**config.mk**
```make
export PLATFORM = sky130hd
export DESIGN_NAME = atom_dispatch
export DESIGN_NICKNAME = d
export VERILOG_FILES = /design/src/rtl/atom_dispatch_pkg.sv /design/src/rtl/atom_slot_decode.sv /design/src/rtl/atom_router.sv /design/src/rtl/atom_issue_reg.sv /design/src/rtl/atom_dispatch.sv
export SDC_FILE = /design/constraint.sdc
export NUM_CORES = 1
export LEC_CHECK = 0
export ABC_AREA = 1
export BUFFER_PORTS_ARGS = -buffer_cell sky130_fd_sc_hd__buf_4
export CORE_MARGIN = 4
export CORE_UTILIZATION = 35
export CTS_CLUSTER_DIAMETER = 200
export DETAILED_ROUTE_END_ITERATION = 10
export SYNTH_ARGS = -nofsm -noshare
export SYNTH_HDL_FRONTEND = slang
export SYNTH_SLANG_ARGS = --single-unit
export TNS_END_PERCENT = 20
```
**constraint.sdc**
```tcl
create_clock -name clk -period 2.2 [get_ports clk]
set_input_delay 0.11 -clock clk [delete_from_list [all_inputs] [get_ports clk]]
set_output_delay 0.11 -clock clk [all_outputs]
set_load 0.01 [all_outputs]
```
**src/rtl/atom_dispatch_pkg.sv**
```systemverilog
`timescale 1ns/1ps
// Package: shared sizes and the atom record for the dispatcher.
// Assumes a fixed 32-bit atom whose field order is decoded downstream.
package atom_dispatch_pkg;
    localparam int CLS_W       = 3;
    localparam int REG_W       = 6;
    localparam int IMM_W       = 11;
    localparam int ATOM_W      = CLS_W + 3 * REG_W + IMM_W;
    localparam int N_UNITS     = 5;
    localparam int WIDE_SLOTS  = 4;
    localparam int NARROW_SLOTS = 2;
    localparam int MOL_W       = WIDE_SLOTS * ATOM_W;

    typedef struct packed {
        logic [CLS_W-1:0] cls;
        logic [REG_W-1:0] ra;
        logic [REG_W-1:0] rb;
        logic [REG_W-1:0] rc;
        logic [IMM_W-1:0] imm;
    } atom_t;
endpackage

```
**src/rtl/atom_slot_decode.sv**
```systemverilog
`timescale 1ns/1ps
// Module: atom_slot_decode
// Turns one slot's atom into a one-hot claim on the unit it names.
// Assumes: slots at or above NARROW_SLOTS are live only for wide molecules;
// class codes at or above N_UNITS are no-ops and claim nothing.
module atom_slot_decode
    import atom_dispatch_pkg::*;
#(
    parameter int SLOT_IDX = 0
) (
    input  atom_t              atom,
    input  logic               wide,
    output logic [N_UNITS-1:0] claim
);
    localparam bit ALWAYS_LIVE = (SLOT_IDX < NARROW_SLOTS);

    logic live;

    generate
        if (ALWAYS_LIVE) begin : g_always
            assign live = 1'b1;
        end else begin : g_wide_only
            assign live = wide;
        end
    endgenerate

    // Raise the bit of the addressed unit for a live, non-no-op slot.
    always_comb begin
        claim = '0;
        if (live && (int'(atom.cls) < N_UNITS))
            claim[atom.cls] = 1'b1;
    end
endmodule

```
**src/rtl/atom_router.sv**
```systemverilog
`timescale 1ns/1ps
// Module: atom_router
// Gathers slot claims into a per-unit atom selection, the set of needed
// units, and a conflict flag when two slots name one unit.
// Assumes claims are one-hot or zero per slot.
module atom_router
    import atom_dispatch_pkg::*;
(
    input  logic  [WIDE_SLOTS-1:0][N_UNITS-1:0] claim,
    input  atom_t [WIDE_SLOTS-1:0]              atoms,
    output logic  [N_UNITS-1:0]                 need,
    output logic                                conflict,
    output atom_t [N_UNITS-1:0]                 sel
);
    // Scan slots per unit; a second claim on a unit marks a conflict.
    always_comb begin
        need     = '0;
        conflict = 1'b0;
        sel      = '0;
        for (int u = 0; u < N_UNITS; u++) begin
            for (int s = 0; s < WIDE_SLOTS; s++) begin
                if (claim[s][u]) begin
                    if (need[u])
                        conflict = 1'b1;
                    need[u] = 1'b1;
                    sel[u]  = atoms[s];
                end
            end
        end
    end
endmodule

```
**src/rtl/atom_issue_reg.sv**
```systemverilog
`timescale 1ns/1ps
// Module: atom_issue_reg
// Output stage: holds the per-unit strobes and payloads for one cycle
// after a handshake, or the error pulse for a conflicting molecule.
// Assumes fire is the accepted handshake; synchronous active-low reset.
module atom_issue_reg
    import atom_dispatch_pkg::*;
(
    input  logic                clk,
    input  logic                rst_n,
    input  logic                fire,
    input  logic                conflict,
    input  logic [N_UNITS-1:0]  need,
    input  atom_t [N_UNITS-1:0] sel,
    output logic [N_UNITS-1:0]  issue,
    output atom_t [N_UNITS-1:0] payload,
    output logic                err
);
    // Strobes and error pulse: set only by an accepted molecule.
    always_ff @(posedge clk) begin
        if (!rst_n) begin
            issue <= '0;
            err   <= 1'b0;
        end else begin
            issue <= (fire && !conflict) ? need : '0;
            err   <= fire && conflict;
        end
    end

    // Payload capture: load on a clean accept, otherwise hold.
    always_ff @(posedge clk) begin
        if (!rst_n)
            payload <= '0;
        else if (fire && !conflict)
            payload <= sel;
    end

    // an error cycle never issues an atom.
    a_r8_error_excludes_issue: assert property (@(posedge clk) disable iff (!rst_n)
        err |-> (issue == '0));

    // with no handshake, nothing is driven the next cycle.
    a_r11_idle_no_issue: assert property (@(posedge clk) disable iff (!rst_n)
        !fire |=> (issue == '0) && !err);
endmodule

```
**src/rtl/atom_dispatch.sv**
```systemverilog
`timescale 1ns/1ps
// Module: atom_dispatch (top)
// Splits a 64- or 128-bit molecule into atoms and issues each to the
// execution unit named by its class code, all in the same cycle.
// Assumes upstream holds a stalled molecule unchanged; synchronous
// active-low reset; acceptance begins the first cycle reset is high.
module atom_dispatch
    import atom_dispatch_pkg::*;
(
    input  logic                         clk,
    input  logic                         rst_n,
    input  logic                         mol_valid,
    output logic                         mol_ready,
    input  logic                         mol_wide,
    input  logic [MOL_W-1:0]             mol_data,
    input  logic [N_UNITS-1:0]           unit_ready,
    output logic [N_UNITS-1:0]           unit_valid,
    output logic [N_UNITS*ATOM_W-1:0]    unit_atom,
    output logic [N_UNITS*REG_W-1:0]     unit_ra,
    output logic [N_UNITS*REG_W-1:0]     unit_rb,
    output logic [N_UNITS*REG_W-1:0]     unit_rc,
    output logic                         mol_error
);
    logic  [WIDE_SLOTS-1:0][N_UNITS-1:0] claim;
    atom_t [WIDE_SLOTS-1:0]              atoms;
    logic  [N_UNITS-1:0]                 need;
    logic                                conflict;
    atom_t [N_UNITS-1:0]                 sel;
    atom_t [N_UNITS-1:0]                 payload;
    logic                                fire;

    genvar s, u;
    generate
        for (s = 0; s < WIDE_SLOTS; s++) begin : g_slot
            assign atoms[s] = atom_t'(mol_data[s*ATOM_W +: ATOM_W]);
            atom_slot_decode #(.SLOT_IDX(s)) u_dec (
                .atom  (atoms[s]),
                .wide  (mol_wide),
                .claim (claim[s])
            );
        end
    endgenerate

    atom_router u_route (
        .claim    (claim),
        .atoms    (atoms),
        .need     (need),
        .conflict (conflict),
        .sel      (sel)
    );

    // Accept when out of reset and either rejecting or all targets ready.
    always_comb begin
        mol_ready = rst_n && (conflict || ((need & ~unit_ready) == '0));
    end

    assign fire = mol_valid && mol_ready;

    atom_issue_reg u_issue (
        .clk      (clk),
        .rst_n    (rst_n),
        .fire     (fire),
        .conflict (conflict),
        .need     (need),
        .sel      (sel),
        .issue    (unit_valid),
        .payload  (payload),
        .err      (mol_error)
    );

    generate
        for (u = 0; u < N_UNITS; u++) begin : g_unit
            assign unit_atom[u*ATOM_W +: ATOM_W] = payload[u];
            assign unit_ra[u*REG_W +: REG_W]     = payload[u].ra;
            assign unit_rb[u*REG_W +: REG_W]     = payload[u].rb;
            assign unit_rc[u*REG_W +: REG_W]     = payload[u].rc;

            // an issued atom carries the class code of its unit.
            a_r5_class_matches_unit: assert property (@(posedge clk) disable iff (!rst_n)
                unit_valid[u] |-> (int'(payload[u].cls) == u));

            // a unit only receives an atom it was ready for.
            a_r9_ready_at_accept: assert property (@(posedge clk) disable iff (!rst_n)
                unit_valid[u] |-> $past(unit_ready[u]));
        end
    endgenerate

    // a clean accept raises every needed unit together, one cycle later.
    a_r7_same_cycle_issue: assert property (@(posedge clk) disable iff (!rst_n)
        (fire && !conflict) |=> (unit_valid == $past(need)));

    // the error pulse only follows an accepted molecule.
    a_r8_error_after_accept: assert property (@(posedge clk) disable iff (!rst_n)
        mol_error |-> $past(mol_valid && mol_ready));
endmodule

```
==> metrics.log, run 1 <==
INFO  metric postSynthCellCount = 2026
INFO  metric finish.net_count = 2390
INFO  metric worstPathArrival = 2170 ps
INFO  metric layout.filler_cells = approximately 3600
INFO  metric synth_async_sr_flop_share = 0
INFO  metric layout-drive-gt1-share = 0.226
INFO  metric drt_first_pass_iters = 5
INFO  metric root_buffer = sky130_fd_sc_hd__clkbuf_16
INFO  metric crit_path_max_incr_delay = between 900 and 1000 ps
INFO  metric synth_cell_type_count = 22
INFO  metric port_buffers = roughly 390
INFO  metric synth_sequential_area_ratio = 0.281
INFO  metric route.detailed.vias_per_inst = ~5.3
INFO  metric post-synth-top-area-fraction = 0.281
INFO  metric yosys_warnings = 0
INFO  metric grt_setup_unrepaired = no
INFO  metric groute.usage.overall = 0.296
INFO  metric dp_worst_setup_slack = -42.4 ps
INFO  metric die_h = 192 um
INFO  metric postLayoutSetupSlackWorst = 416 ps
INFO  metric fp.dieArea = 0.0368 mm^2
INFO  metric hold_buffers = 2
INFO  metric detail_route.wirelength = 56200 um
INFO  metric setup.worst_path.end = u_issue.payload[143]
INFO  metric netlist_area_before_placement = approximately 0.012 mm^2
INFO  metric synth_enable_flop_cells = 0
INFO  metric timing.rr.start = u_issue.payload[45]
INFO  metric regArea = 0.00332 mm^2
INFO  metric cp-end-kind = flop
INFO  metric dr_wl_met2 = 24900 um
INFO  metric postSynthRegisterBits = approximately 170
INFO  metric insertion_delay = approximately 460 ps
INFO  metric antenna_violating_nets_post_route = 0
INFO  metric worst_ir_drop_vdd = roughly 0.58 mV
INFO  metric vias = 14400
INFO  metric antenna_violations_before_repair = 3
INFO  metric grt_pass1_vias = 13300
INFO  metric core_region_area = around 0.033 mm^2
INFO  metric drv.max_cap_violation_count = 0
INFO  metric power.total = 9.21 mW
INFO  metric drt-initial-drc-count = 1316
INFO  metric layout_worst_path_cycle_share = 0.811
INFO  metric cp_top_family = compound AO/OA/AOI/OAI gates
INFO  metric clock.fmax = 560 MHz
INFO  metric hold_ws = roughly 77 ps
INFO  metric slowest_cell_on_the_critical_path = sky130_fd_sc_hd__a21oi_4
INFO  metric timing_max_transition_violations_final = 0
INFO  metric cts_htree_levels = 4
INFO  metric clockBufferDepth = 2
INFO  metric routedLengthMet1 = 23700 um
INFO  metric holdCritPathClass = input port to flop
INFO  metric routed_length_per_placed_instance = 20.7 um
INFO  metric post_cts_resized = 0
INFO  metric clock_tree_from_tritoncts = done
INFO  metric cts_bufs_inserted = 17
INFO  metric grt_start_max_net_pins = 70
INFO  metric global_route_overflow = 0
INFO  metric synth.most_common_cell = sky130_fd_sc_hd__nand2_1
INFO  metric multi_input_area = 0.00676 mm^2
INFO  metric flow.area_growth_from_synthesis = 29.5%
INFO  metric cp.buffers_inverters = 2
INFO  metric die_width = between 150 and 200 um
INFO  metric cp-start-kind = input port
INFO  metric net_count_after_synthesis = ~2200
INFO  metric cp_max_fo = 29
INFO  metric clock_skew = 0 ps
INFO  metric timing.setup.tns = 0 ps
INFO  metric fin_crit = 1780 ps
INFO  metric rows = 67
INFO  metric cts_num_sinks = 166
INFO  metric initial_utilization = 0.354
INFO  metric run_status = finished clean
INFO  metric reg2reg_setup_slack = approximately 1500 ps
INFO  metric io-pin-count = 394
INFO  metric cellLeakagePower = 7.58 nW
INFO  metric remaining_drc_errors = 0
INFO  metric kind_of_critical_path = input port to flop
INFO  metric power.density = 601 mW/mm^2
INFO  metric path_depth = 10
INFO  metric tightest_slew = roughly 1200 ps
INFO  metric dr_wl_met3 = between 5000 and 6000 um
INFO  metric r2r.worst_path.cells = 2
INFO  metric critical_path.cell_chain = buf_4 > inv_2 > nand3b_1 > a21oi_4 > nand2_1 > nand3_1 > o21ai_0 > nand3_1 > nand2_1 > nor2_1
INFO  metric cts_setup_buffers = 0
INFO  metric grt_pass1_wl = between 80000 and 90000 um
INFO  metric slew-limit-headroom = 0.207
INFO  metric report.final.setup_viol = 0
INFO  metric synth.avg_cell_area = roughly 5.8 um^2
INFO  metric startpoint = mol_data[61]
INFO  metric synth_area_leaders = sky130_fd_sc_hd__dfxtp_1 (28%), sky130_fd_sc_hd__nand2_1 (16%), sky130_fd_sc_hd__o21ai_0 (12%)
INFO  metric final_core_util = 0.458
INFO  metric ys_top_cells_by_count = sky130_fd_sc_hd__nand2_1 (496), sky130_fd_sc_hd__nor2_1 (308), sky130_fd_sc_hd__o21ai_0 (284)
INFO  metric post-synth-top-area-cell = sky130_fd_sc_hd__dfxtp_1
INFO  metric postSynth.topFlopCell = sky130_fd_sc_hd__dfxtp_1
INFO  metric finalHoldViolations = 0
INFO  metric crit-reg2reg-capture = u_issue.payload[45]
INFO  metric required = 2590 ps
INFO  metric gp_congestion = between 0.9 and 1
INFO  metric highest-signal-layer = met5
INFO  metric hpwlAfterDp = 40500 um
INFO  metric clock_input_transition_at_the_sequential_cells_of_the_worst_setup_and_hold_paths = ~70 ps
[power by group]
group	internal, mW	switching (mW)
clock network	1.82	1.35
registers	3.20	0.173
logic	1.08	1.59
total	6.09	3.12
[placed cells by master, fill, tap and decap left out, drive strengths merged]
| cell type | Yosys | routed |
|---|---|---|
| dlygate4sd3 | 0 | 2 |
| nand4 | 2 | 2 |
| bufinv | 0 | 3 |
| o21ai | 290 | 290 |
| diode | 0 | 2 |
| clkbuf | 88 | 20 |
| o211ai | 73 | 73 |
| a21oi | 25 | 25 |
| o22ai | 15 | 15 |
| dfxtp | 166 | 166 |
| nor3 | 1 | 1 |
| nand3 | 274 | 274 |
| nand3b | 1 | 1 |
| buf | 162 | 456 |
| nor2 | 310 | 310 |
| clkinv | 1 | 8 |
| inv | 120 | 122 |
| nand2 | 496 | 496 |
| o21bai | 2 | 2 |
[routing by layer]
layer | vias to the layer above | global-route usage
met5 | - | 0
met3 | 100 | 0.0725
li1 | 6984 | -
met4 | 4 | 0.112
met2 | 697 | 0.462
met1 | 6602 | 0.396
[cell families (layout without fill, tap and decap cells)]
kind of cell | Yosys count | count (layout) | synth area share
simple gates | 1084 | 1084 | 0.374
compound gates | 405 | 405 | 0.189
buf+inv | 371 | 611 | 0.156
flops | 166 | 166 | 0.281
other cells | 0 | 2 | 0
[stage by stage]
step,area [um^2],std cells
2_1_floorplan,11800,2026
3_3_place_gp,14700,2680
3_5_place_dp,14700,2680
4_1_cts,15300,2714
5_1_grt,15300,2715
6_report,15300,2716
[how the worst min path moves through the flow]
stage,from,to,slack (ps),depth (start not counted)
6_report,mol_data[112],u_issue.payload[16],80,5
5_1_grt,mol_data[122],u_issue.payload[154],110,5
4_1_cts,mol_data[112],u_issue.payload[16],70,5
3_5_place_dp,rst_n,u_issue.payload[36],400,3
3_3_place_gp,rst_n,u_issue.payload[36],400,3
2_1_floorplan,mol_valid,u_issue.err,260,2
[tightest hold or removal path, delay by kind of cell]
kind,cells,cell delay [ps]
buf+inv,1,100
simple gates,3,210
compound gates,1,80
[final cells by class]
| cell class | instances | share of cell area |
|---|---|---|
| antenna | 2 | 0.000326 |
| timing repair buffer | 458 | 0.236 |
| clock buffer | 20 | 0.0291 |
| inverter | 121 | 0.0300 |
| clock inverter | 12 | 0.00979 |
| tap | 448 | 0.0366 |
| sequential | 166 | 0.217 |
| multi-input combinational | 1489 | 0.441 |
[flip-flops by register name, summed over array words and instances, names as in the netlist]
signal / flops
u_issue.payload: 160
u_issue.err: 1
u_issue.issue: 5
No activity file was read; power rests on OpenSTA's default activity.
==> run 2: changes to the inputs <==
==> constraint.sdc (replaced) <==
create_clock -name clk -period 1.5 [get_ports clk]
set_input_delay 0.075 -clock clk [delete_from_list [all_inputs] [get_ports clk]]
set_output_delay 0.075 -clock clk [all_outputs]
set_load 0.01 [all_outputs]
==> metrics.log, run 2 (synthesized netlist as in run 1, its figures left out) <==
INFO  metric run_status = finished clean
INFO  metric cts_num_sinks = 166 (unchanged)
INFO  metric timing.setup.tns = 0 ps (unchanged)
INFO  metric vias = 15100 (+4.8%)
INFO  metric finish.net_count = 2462 (+3.0%)
INFO  metric cp-start-kind = input port
INFO  metric grt_pass1_vias = 13500 (+1.6%)
INFO  metric grt_pass1_wl = 82100 um (-1.6%)
INFO  metric holdCritPathClass = input port to flop
INFO  metric clock_skew = 0 ps (unchanged)
INFO  metric flow.area_growth_from_synthesis = 43.6%
INFO  metric dp_worst_setup_slack = -677 ps (-635 ps)
INFO  metric kind_of_critical_path = input port to flop
INFO  metric dpl.cell_count = 2711 (+1.2%)
INFO  metric slowest_cell_on_the_critical_path = sky130_fd_sc_hd__nand4_1
INFO  metric tightest_slew = 528 ps (-659 ps)
INFO  metric die_h = 192 um (unchanged)
INFO  metric fp.dieArea = 0.0368 mm^2 (unchanged)
INFO  metric clock.fmax = 677 MHz
INFO  metric finalHoldViolations = 0 (unchanged)
INFO  metric power.density = 849 mW/mm^2 (+41%)
INFO  metric drt_first_pass_iters = 8 (+3)
INFO  metric required = 1860 ps (-730 ps)
INFO  metric critical_path.cell_chain = buf_8 > inv_6 > nand3b_1 > nand4_1 > nand2_1 > nand2_2 > nor3_4 > buf_12 > buf_16 > buf_6 > nand3_1 > nand2_1 > nor2_1
INFO  metric initial_utilization = 0.354 (unchanged)
INFO  metric groute.usage.overall = 0.290 (-0.00672)
INFO  metric cts_bufs_inserted = 17 (unchanged)
INFO  metric timing_max_transition_violations_final = 0 (unchanged)
INFO  metric slew-limit-headroom = 0.644 (+0.437)
INFO  metric flip_flop_count_of_the_largest_register_after_layout = 160 (unchanged)
INFO  metric rows = 67 (unchanged)
INFO  metric grt_start_max_net_pins = 75 (+7.1%)
INFO  metric worst_ir_drop_vdd = 0.826 mV (+42%)
INFO  metric top_regs = u_issue.payload (160), u_issue.issue (5), u_issue.err (1)
INFO  metric grt_setup_unrepaired = yes
INFO  metric fin_crit = around 1500 ps
INFO  metric core_region_area = 0.0334 mm^2 (unchanged)
INFO  metric detail_route.wirelength = 60000 um (+6.7%)
INFO  metric layout.filler_cells = 3396 (-5.7%)
INFO  metric route.detailed.vias_per_inst = 5.41 (+2.1%)
INFO  metric crit_path_max_incr_delay = 210 ps (-780 ps)
INFO  metric port_buffers = 393 (unchanged)
INFO  metric cp_top_family = simple AND/OR/NAND/NOR gates
INFO  metric commonest_non_fill_non_tap_cell_in_the_layout = sky130_fd_sc_hd__nand2_1
INFO  metric worstPathArrival = 1830 ps (-340 ps)
INFO  metric io-pin-count = 394 (unchanged)
INFO  metric report.final.setup_viol = 0 (unchanged)
INFO  metric insertion_delay = 450 ps (about the same)
INFO  metric critPathMostFrequentCell = sky130_fd_sc_hd__nand2_1
INFO  metric routed_length_per_placed_instance = 21.5 um (+4.0%)
INFO  metric root_buffer = sky130_fd_sc_hd__clkbuf_16
INFO  metric largest_register = u_issue.payload
INFO  metric cp_max_fo = 8 (-72%)
INFO  metric antenna_violations_before_repair = 5 (+2)
INFO  metric cp-end-kind = flop
INFO  metric gp_congestion = 0.948 (-0.82%)
INFO  metric hpwlAfterDp = 41300 um (+2.0%)
INFO  metric global_route_overflow = 0 (unchanged)
INFO  metric mostFrequentLayoutCells = sky130_fd_sc_hd__nand2_1 (463), sky130_fd_sc_hd__buf_4 (461), sky130_fd_sc_hd__nor2_1 (298), sky130_fd_sc_hd__o21ai_0 (283), sky130_fd_sc_hd__nand3_1 (223)
INFO  metric layout_worst_path_cycle_share = 0.985
INFO  metric clock_tree_from_tritoncts = done
INFO  metric layout.cells.non_filler = 2788 (+2.7%)
INFO  metric die_width = 192 um (unchanged)
INFO  metric clock_input_transition_at_the_sequential_cells_of_the_worst_setup_and_hold_paths = 80 ps (about the same)
INFO  metric drt-initial-drc-count = 1414 (+7.4%)
INFO  metric remaining_drc_errors = 0 (unchanged)
INFO  metric cp.buffers_inverters = 5 (+3)
INFO  metric cts_htree_levels = 4 (unchanged)
INFO  metric postLayoutSetupSlackWorst = 23.1 ps (-392 ps)
INFO  metric drv.max_cap_violation_count = 0 (unchanged)
INFO  metric layout-drive-gt1-share = 0.287 (+0.0615)
INFO  metric antenna_violating_nets_post_route = 0 (unchanged)
INFO  metric cellLeakagePower = 8.25 nW (+8.7%)
INFO  metric clockBufferDepth = 2 (unchanged)
## run 2: changes by cell type in the layout (fill, tap and decap cells not counted), sizes merged
cell	before	now
inv	122	125
clkbuf	20	41
clkinvlp	0	1
bufinv	3	2
buf	456	506
dlygate4sd3	2	1
clkinv	8	7
## run 2: path summary, 6_finish.rpt
| kind | start | end | slack (ps) | cells past startpoint |
|---|---|---|---|---|
| max reg2reg | u_issue.payload[52] | u_issue.payload[52] | 720 | 2 |
| min reg2reg | u_issue.payload[62] | u_issue.payload[62] | 440 | 2 |
| max | mol_data[61] | u_issue.payload[119] | 20 | 13 |
| min | mol_data[106] | u_issue.payload[74] | 40 | 5 |
## run 2: metal layers
layer	share of wire	wire length, um	vias up	track usage
met5	0.00068	41	-	0
met4	0.027	1640	6	0.0818
met3	0.10	6140	102	0.0649
met2	0.46	27400	819	0.468
met1	0.41	24700	7015	0.389
li1	-	-	7132	-
## run 2: metrics by stage
step / cell area [um^2] / util / power (mW) / hold WS (ps)
6_report: 17000 / 0.508 / 14.4 / 43.1
5_1_grt: 17000 / 0.508 / 15.1 / 69.1
4_1_cts: 15700 / 0.470 / 13.8 / 35.7
3_5_place_dp: 15100 / 0.450 / 9.02 / 394
3_3_place_gp: 15100 / 0.450 / 9.00 / 407
2_1_floorplan: 11900 / - / 7.17 / 225
## run 2: area by class of cell
type / count / area [um^2] / share of cell area
antenna: 2 / 5.00 / 0.000295
clock buffer: 19 / 453 / 0.0267
clock inverter: 13 / 165 / 0.00972
inverter: 121 / 485 / 0.0286
multi-input combinational: 1489 / 7190 / 0.423
sequential: 166 / 3320 / 0.196
tap: 448 / 561 / 0.0330
timing repair buffer: 529 / 4800 / 0.282
timing repair inverter: 1 / 8.76 / 0.000516
## run 2: worst reg2reg max path, stage by stage (launching register included)
cell and delay [ps]:
sky130_fd_sc_hd__dfxtp_1 530, sky130_fd_sc_hd__nor2_1 90, sky130_fd_sc_hd__nor2_1 100
## run 2: timing repair
item / CTS / global route
setup endpoints to repair: 162 / 157
hold buffers: 1 / 0
hold endpoints to repair: 1 / 0
pin swaps: 1 / 36
setup buffers: 1 / 13
resized for setup: 7 / 117
gates cloned: 0 / 28
## run 2: where the power goes
group / internal [mW] / total [mW] / switching (mW)
Clock: 2.60 / 4.73 / 2.13
Sequential: 4.69 / 4.93 / 0.245
Combinational: 2.07 / 4.76 / 2.68
Total: 9.36 / 14.4 / 5.06
